### config.mk
export PLATFORM = sky130hd
export DESIGN_NAME = regprot_unlock
export DESIGN_NICKNAME = d
export VERILOG_FILES = /design/src/rtl/regprot_unlock.sv
export SDC_FILE = /design/constraint.sdc
export NUM_CORES = 1
export LEC_CHECK = 0
export BUFFER_PORTS_ARGS = -buffer_cell sky130_fd_sc_hd__buf_2
export CAP_MARGIN = 20
export CORE_UTILIZATION = 32
export CTS_CLUSTER_SIZE = 28
export DETAILED_ROUTE_END_ITERATION = 8
export GPL_ROUTABILITY_DRIVEN = 0
export HOLD_SLACK_MARGIN = 0.15
export PLACE_DENSITY = 0.95
export SLEW_MARGIN = 20
export SYNTH_ARGS = -nofsm -noshare
export SYNTH_HDL_FRONTEND = slang
export SYNTH_SLANG_ARGS = --single-unit
### constraint.sdc
create_clock -name clk -period 3.9 [get_ports clk]
set_input_delay 0.195 -clock clk [delete_from_list [all_inputs] [get_ports clk]]
set_output_delay 0.195 -clock clk [all_outputs]
set_load 0.01 [all_outputs]
### src/rtl/regprot_unlock.sv
module regprot_unlock #(
  parameter int ADDR_W = 12,
  parameter int DATA_W = 32,
  parameter logic [ADDR_W-1:0] KEY_ADDR = 'h100,
  parameter logic [7:0] KEY0 = 8'h59,
  parameter logic [7:0] KEY1 = 8'h16,
  parameter logic [7:0] KEY2 = 8'h88
) (
  input  logic              clk,
  input  logic              rst_n,
  input  logic              wr_en,
  input  logic [ADDR_W-1:0] addr,
  input  logic [DATA_W-1:0] wdata,
  output logic [DATA_W-1:0] rdata,
  output logic              prot_wr_ok
);
  logic [1:0] stage, stage_nx;
  logic       unlocked, unlocked_nx;
  logic [7:0] code, want;
  logic       key_wr, hit, restart, done;
  logic       unused_hi;

  assign unused_hi = ^wdata[DATA_W-1:8];
  assign code      = wdata[7:0];
  assign key_wr    = wr_en && (addr == KEY_ADDR);
  assign want      = (stage == 2'd0) ? KEY0 : (stage == 2'd1) ? KEY1 : KEY2;
  assign hit       = (code == want);
  assign restart   = (code == KEY0);
  assign done      = hit && (stage == 2'd2);

  always_comb begin
    stage_nx    = stage;
    unlocked_nx = unlocked;
    if (key_wr) begin
      if (done)         stage_nx = 2'd0;
      else if (hit)     stage_nx = stage + 2'd1;
      else if (restart) stage_nx = 2'd1;
      else              stage_nx = 2'd0;
      unlocked_nx = done || (unlocked && (hit || restart));
    end
  end

  always_ff @(posedge clk or negedge rst_n) begin
    if (!rst_n) begin
      stage    <= 2'd0;
      unlocked <= 1'b0;
    end else begin
      stage    <= stage_nx;
      unlocked <= unlocked_nx;
    end
  end

  assign prot_wr_ok = unlocked;
  assign rdata = (addr == KEY_ADDR) ? {{(DATA_W-1){1'b0}}, unlocked} : '0;
endmodule

# Yosys cells after proc, flatten, opt, wreduce, memory -nomap -nowiden
# Cells that the tools add are included.
# op_classes
addsub	1
mul	0
div_mod_pow	0
magnitude_cmp	0
n_eq_ne	5
n_shift	0
mux	6
bitwise_logic	0
n_reduce_logical	6
# op_table
operator	n
$mux W8	2
$eq A12 B9 Y1 const B	1
$eq A8 B7 Y1 const B	1
$eq A8 B8 Y1	1
$mux W2	2
$logic_and A1 B1 Y1	3
$add A2 B1 Y2 const B	1
$eq A2 B1 Y1 const B	1
$eq A2 B2 Y1 const B	1
$logic_not A2 Y1	1
$logic_or A1 B1 Y1	2
$mux W1	2
# totals
register_bits	3
latchBits	0
ramBits	0
romBits	0
inputBits	47
output_inout_bits	33
elab_cells	20
mem_count	0

# Logic depth before layout (Yosys ltp)
# Gate-level depths: netlist of the first run.
# logic_depth
depth_word	7
depth_mapped	6
depth_no_buf	6

# Worst setup path before layout of the first run
# No wires, ideal clock.
# synth_timing
kind	register to register
from	register stage[1]
to	register stage[0]
setup_time_ns	0.087
t_arrival_ns	1.534
required_ns	3.813
setup_slack_ns	2.279
path_stages_with_launch	5
n_path_buf	0
period_less_slack_ns	1.621
path_cell_list	dfrtp_1 > or3b_1 > a211o_1 > or3_1 > o211ai_1
# synth_via
elab_chain_cells	6
elab_cells_between_ends	9
cone_classes	3 x eq/ne; 4 x mux; 2 x reduce/logical
# synth_lines
item	line_no	source
start, declared	17	logic [1:0] stage, stage_nx;
start signal, assigned	48	stage <= stage_nx;
$eq A2 B1 Y1	26	assign want = (stage == 2'd0) ? KEY0 : (stage == 2'd1) ? KEY1 : KEY2;
$mux W8 (2 in a row)	26	
$eq A8 B8 Y1	27	assign hit = (code == want);
$mux W2 / $logic_and A1 B1 Y1 (equally long branches)	36, 29	
$mux W2 (*)	35	if (done) stage_nx = 2'd0;
# Every way passes the cells marked *; elsewhere a longest branch is shown, timed or not.
# A chain may end at the register's enable or synchronous reset.

# Worst setup path after layout of the first run
# layout_timing
from	register stage[1]
to	register stage[1]
# The elaborated chain is that of the path after synthesis.

==> results.txt, run 1 <==
Clock power frac: 0.465
Initial Util: 0.356
Net Sw Power: 0.0000372 W
Worst setup SP type: flop
Fill cells: 160
Seq cells post-synth: 3
largest net degree at the start of global routing: 6
final hold vios: 0
DRT Pass-1 Iters: 6
Num CTS Buffers: 3
area grow syn2layout: 10.0%
Syn. warnings: 0
Detailed Place HPWL: 938 um
setup violators final: 0
crit-path max FO: 5
Skew-Pair Late Insertion Delay: 230 ps
via count: 498
Mapped Cells: 71
Final #Nets: 151
PD cells: 191 nW/um^2
number of global-route vias before repair: 424
post-route minimum period: 1770 ps
FFs w/ async S/R, synth: 1.00
register area: 75.1 um^2
measured slew at the worst slew-check pin: 486 ps
Reg clk slew, reported paths: 40 ps
# Post-CTS Setup Buffers: 0
RSZ-0062 raised after global routing: no
Sink Count: 3
CP Data Arrival Time: 1900 ps
Synth cell types: 23
post-route ant nets: 0
Routed wire per std cell: 9.69 um
syn_area_per_cell: 7.89 um^2
relative slew slack: 0.671
die area: 1920 um^2
CTS root buf: clkbuf_4
footprint of the multi-input gates: 358 um^2
Max stage delay on crit path: 400 ps
Top Ports: 80
initial antenna violation count: 0
DP Worst Slack: 2130 ps
period utilisation layout: 0.453
post-layout util: 0.391
H-Tree Level Count: 1
GRT Total Usage: 0.118
DRC viols: 0
hold crit path type: in2async
Logic pwr share: 0.270
prevailing post-synth register cell: dfrtp_1
first-pass GRT wire length: 1640 um
outcome: complete, no violations
port bufs: 24
setup_tns: 0 ps
die width: 43.9 um
max capacitance violation total: 0
Row Count: 14
drt via density: 4.33
slowest CP cell: dfrtp_1
WL final: 1110 um
layout cells sized above 1: 0.283
fmax: 566 MHz
Synth Cell Area: 561 um^2
Core Area: 1580 um^2
CTS tree: built
Int Power: 0.0000808 W
ant diodes: 0
EDFF count, synth: 0
Required @ worst endpoint: 4030 ps
Reg power frac: 0.266
die span in y: 43.9 um
Switching Fraction: 0.315
DRT iter0 DRCs: 18
final hold slack: 284 ps
leakage: 0.328 nW
CP Cell Sequence: inv_1, ha_1, xnor2_1, a211o_1, or3_1, o21ai_0
GR Overflow Total: 0
Clock Path Buffers: 2
Max rail drop VDD: 0.156 mV
Setup Skew: 5.65 ps
Max Transition Viols Final: 0
Critical Path Sink Type: flop
Crit Path Class: reg2reg
min setup slack post-route: 2130 ps
sequential-to-total area share from yosys stat: 0.134
Resized Gates After CTS: 0
layout make-up:
class,instances,area share
multi-input combinational,65,0.580
timing repair buffer,25,0.211
sequential,3,0.122
clock buffer,4,0.0426
tap,16,0.0325
inverter,2,0.0122
power groups by stage:
stage	Combinational (W)	Clock, W	Sequential, W
2_1_floorplan	0.0000400	0	0.0000317
3_3_place_gp	0.0000293	0	0.0000317
3_5_place_dp	0.0000305	0	0.0000317
4_1_cts	0.0000313	0.0000590	0.0000313
5_1_grt	0.0000354	0.0000635	0.0000312
6_report	0.0000318	0.0000548	0.0000313
critical path: cells and delay by family, from the launching register on:
kind	cells	cell delay [ps]
compound gates	2	510
xor+xnor	1	130
fa+ha+maj	1	200
buf+inv	1	100
flops	1	400
simple gates	1	340
Yosys cell counts (all sizes together) (2+ instances only):
cell | number | area [um^2]
inv | 2 | 7.51
nand2 | 5 | 18.8
dfrtp | 3 | 75.1
buf | 31 | 233
o21ai | 3 | 15.0
and4 | 2 | 17.5
and3 | 2 | 12.5
nor3 | 2 | 10.0
ha | 4 | 50.1
nor4 | 3 | 18.8
o211ai | 2 | 15.0
worst paths after layout:
kind,from,endpoint,slack (ps),depth (start not counted)
setup / recovery,stage[1]$_DFFE_PN0P_,stage[1]$_DFFE_PN0P_,2130,6
hold / removal,rst_n,prot_wr_ok$_DFFE_PN0P_,280,2
setup reg to reg,stage[1]$_DFFE_PN0P_,stage[1]$_DFFE_PN0P_,2130,6
hold reg to reg,stage[0]$_DFFE_PN0P_,stage[0]$_DFFE_PN0P_,590,2
max in group asynchronous,rst_n,stage[1]$_DFFE_PN0P_,3500,2
min in group clk,wr_en,stage[0]$_DFFE_PN0P_,360,4
layer usage:
layer | GRT usage | wire (um) | up-vias
met2 | 0.218 | 578 | 34
met4 | 0.0727 | 16 | 0
li1 | - | - | 243
met3 | 0.0375 | 74 | 2
met1 | 0.111 | 445 | 219
met5 | 0 | 0 | -
registers in the layout, indices dropped and copies added, names as in the netlist:
register / count
stage: 2
prot_wr_ok: 1
cell usage in the layout, fill, tap and decap left out, drive strengths merged:
master / instances
conb: 31
a21oi: 1
and4: 2
dfrtp: 3
nor4b: 1
nand2: 5
nand4bb: 1
nand4: 1
xnor2: 1
nor3: 2
inv: 2
or3b: 1
buf: 24
and3: 2
o21ai: 3
dlygate4sd3: 1
a211o: 1
o211ai: 2
nand3b: 1
ha: 4
or2: 1
o22ai: 1
clkbuf: 4
or3: 1
nor4: 3
cells by family (layout without fill, tap and decap cells):
family / count (synthesis) / count (layout) / synth area share
xor+xnor: 1 / 1 / 0.0156
buf+inv: 33 / 31 / 0.429
compound gates: 8 / 8 / 0.0893
fa+ha+maj: 4 / 4 / 0.0893
flops: 3 / 3 / 0.134
simple gates: 21 / 21 / 0.237
other cells: 1 / 31 / 0.00669
stage by stage:
step	std cells	instance area, um^2	total power (W)
after floorplan	101	673	0.0000718
after global placement	110	581	0.0000609
after detailed placement	110	581	0.0000622
after global routing	115	617	0.000130
final	115	617	0.000118
after CTS	115	617	0.000122
what timing repair did:
item	4_1_cts	5_1_grt
hold buffers	1	0
setup endpoints to repair	0	0
endpoints found under the hold margin	3	0
(Power assumes the default switching activity.)
==> run 2, diff against run 1 <==
- CORE_UTILIZATION: 32 -> 27
- PLACE_DENSITY: 0.95 -> 0.86
- clock period: 3.9 -> 1.6 ns (I/O delays scaled with it)
==> run 2 against run 1 <==
Compared with the run above: the flow now finishes with violations (setup timing); highest routed layer unchanged; sequential power grew 140%; core utilization shrank 4.9 points; combinational power up 150%; largest power group unchanged; first-iteration DRC count down 72%; clock skew is 2.1 ps lower; hold slack got worse by 120 ps; final area is 8.7% higher; total power is 150% higher.
==> results.txt, run 2 (synthesis gave the netlist of run 1 again) <==
outcome: finished with violations
failing checks: setup timing
Num CTS Buffers: 3
R2R Setup Slk: -60 ps
DRT Pass-1 Iters: 3
via count: 499
number of flip-flops in the largest register: 2
post-route minimum period: 1660 ps
R2R Path End: stage[0]$_DFFE_PN0P_
WL final: 1050 um
Clock Path Buffers: 2
Max rail drop VDD: 0.191 mV
CP Data Arrival Time: 1810 ps
drt via density: 3.87
first-pass GRT wire length: 1640 um
period utilisation layout: 1.04
Top Ports: 80
Reg with most FFs: stage
GR Overflow Total: 0
GRT Total Usage: 0.108
area grow syn2layout: 19.6%
CTS tree: built
initial antenna violation count: 0
setup violators final: 2
ant diodes: 0
final instance area: 671 um^2
Fill cells: 228
most common cell after layout, fill and taps aside: conb_1
PD cells: 437 nW/um^2
met1 Track Usage GR: 0.102
number of global-route vias before repair: 444
GR Util met2: 0.200
Finished Layout Cells: 129
Detailed Place HPWL: 855 um
gr busiest metal: met2
die span in y: 47.6 um
DRC viols: 0
Row Count: 16
max capacitance violation total: 0
most frequent cells in the layout: 31 x conb_1, 24 x buf_2, 5 x nand2_1
dpl cell area: 609 um^2
Final #Nets: 154
final hold vios: 0
worst r2r src: stage[1]$_DFFE_PN0P_
crit-path max FO: 3
RSZ-0062 raised after global routing: yes
Sink Count: 3
Skew-Pair Late Insertion Delay: 240 ps
die width: 47.6 um
hold crit path type: in2async
DRT iter0 DRCs: 5
worst r2r path cells: 4
Crit Path Class: reg2reg
Max Transition Viols Final: 0
CTS root buf: clkbuf_4
largest net degree at the start of global routing: 5
Reg clk slew, reported paths: 40 ps
Required @ worst endpoint: 1750 ps
Worst setup SP type: flop
port bufs: 24
leakage: 0.355 nW
Core Area: 1960 um^2
fmax: 602 MHz
H-Tree Level Count: 1
placed insts: 123
Initial Util: 0.286
Routed wire per std cell: 8.15 um
die area: 2260 um^2
layout cells sized above 1: 0.353
met3 Usage GRT: 0.0340
post-route ant nets: 0
final hold slack: 160 ps
Critical Path Sink Type: flop
min setup slack post-route: -60.3 ps
Setup Skew: 3.58 ps
[run 2: critical path: stages, from the launching register on]
cell and delay, ps:
dfrtp_1 400, or3b_1 380, a211o_1 290, or3_1 330, o211ai_1 180
[run 2: what timing repair did]
item	4_1_cts	5_1_grt
pin swaps	1	3
resized for setup	2	5
endpoints found under the hold margin	3	0
hold buffers	1	0
endpoints found under the setup margin	3	3
cloned	0	0
setup buffers	1	0
[run 2: worst max-delay path by stage]
stage                              start                   end  slack (ps)
detailed placement  stage[1]$_DFFE_PN0P_  stage[1]$_DFFE_PN0P_        -130
global placement    stage[1]$_DFFE_PN0P_  stage[1]$_DFFE_PN0P_         -70
global route        stage[1]$_DFFE_PN0P_  stage[0]$_DFFE_PN0P_        -130
finish              stage[1]$_DFFE_PN0P_  stage[0]$_DFFE_PN0P_         -60
CTS                 stage[1]$_DFFE_PN0P_  stage[0]$_DFFE_PN0P_         -60
floorplan           stage[1]$_DFFE_PN0P_  stage[0]$_DFFE_PN0P_          10
[run 2: final cells by class]
cell class / count / area (um^2) / share of cell area
inverters: 2 / 7.51 / 0.0112
flip-flops and latches: 3 / 75.1 / 0.112
well taps: 27 / 33.8 / 0.0504
clock buffers: 4 / 26.3 / 0.0392
multi-input cells: 65 / 375 / 0.560
repair buffers: 28 / 153 / 0.228
[run 2: routing by layer]
metal / share of wire / up-vias
li1: - / 246
met1: 0.38 / 223
met2: 0.52 / 28
met3: 0.090 / 2
met4: 0.0095 / 0
met5: 0 / -
[run 2: through the flow]
| step | setup WS (ps) | setup TNS, ps | total power [W] | util |
|---|---|---|---|---|
| 4_1_cts | -59.2 | -111 | 0.000296 | 0.333 |
| 3_3_place_gp | -68.5 | -137 | 0.000150 | 0.311 |
| 3_5_place_dp | -127 | -216 | 0.000150 | 0.311 |
| 5_1_grt | -130 | -205 | 0.000318 | 0.342 |
| 6_report | -60.3 | -97.3 | 0.000293 | 0.342 |
| 2_1_floorplan | 14.0 | 0 | 0.000175 | - |
[run 2: where the power goes]
part / switching [W] / internal, W
registers: 0.00000000300 / 0.0000762
clock network: 0.0000451 / 0.0000939
logic: 0.0000506 / 0.0000274
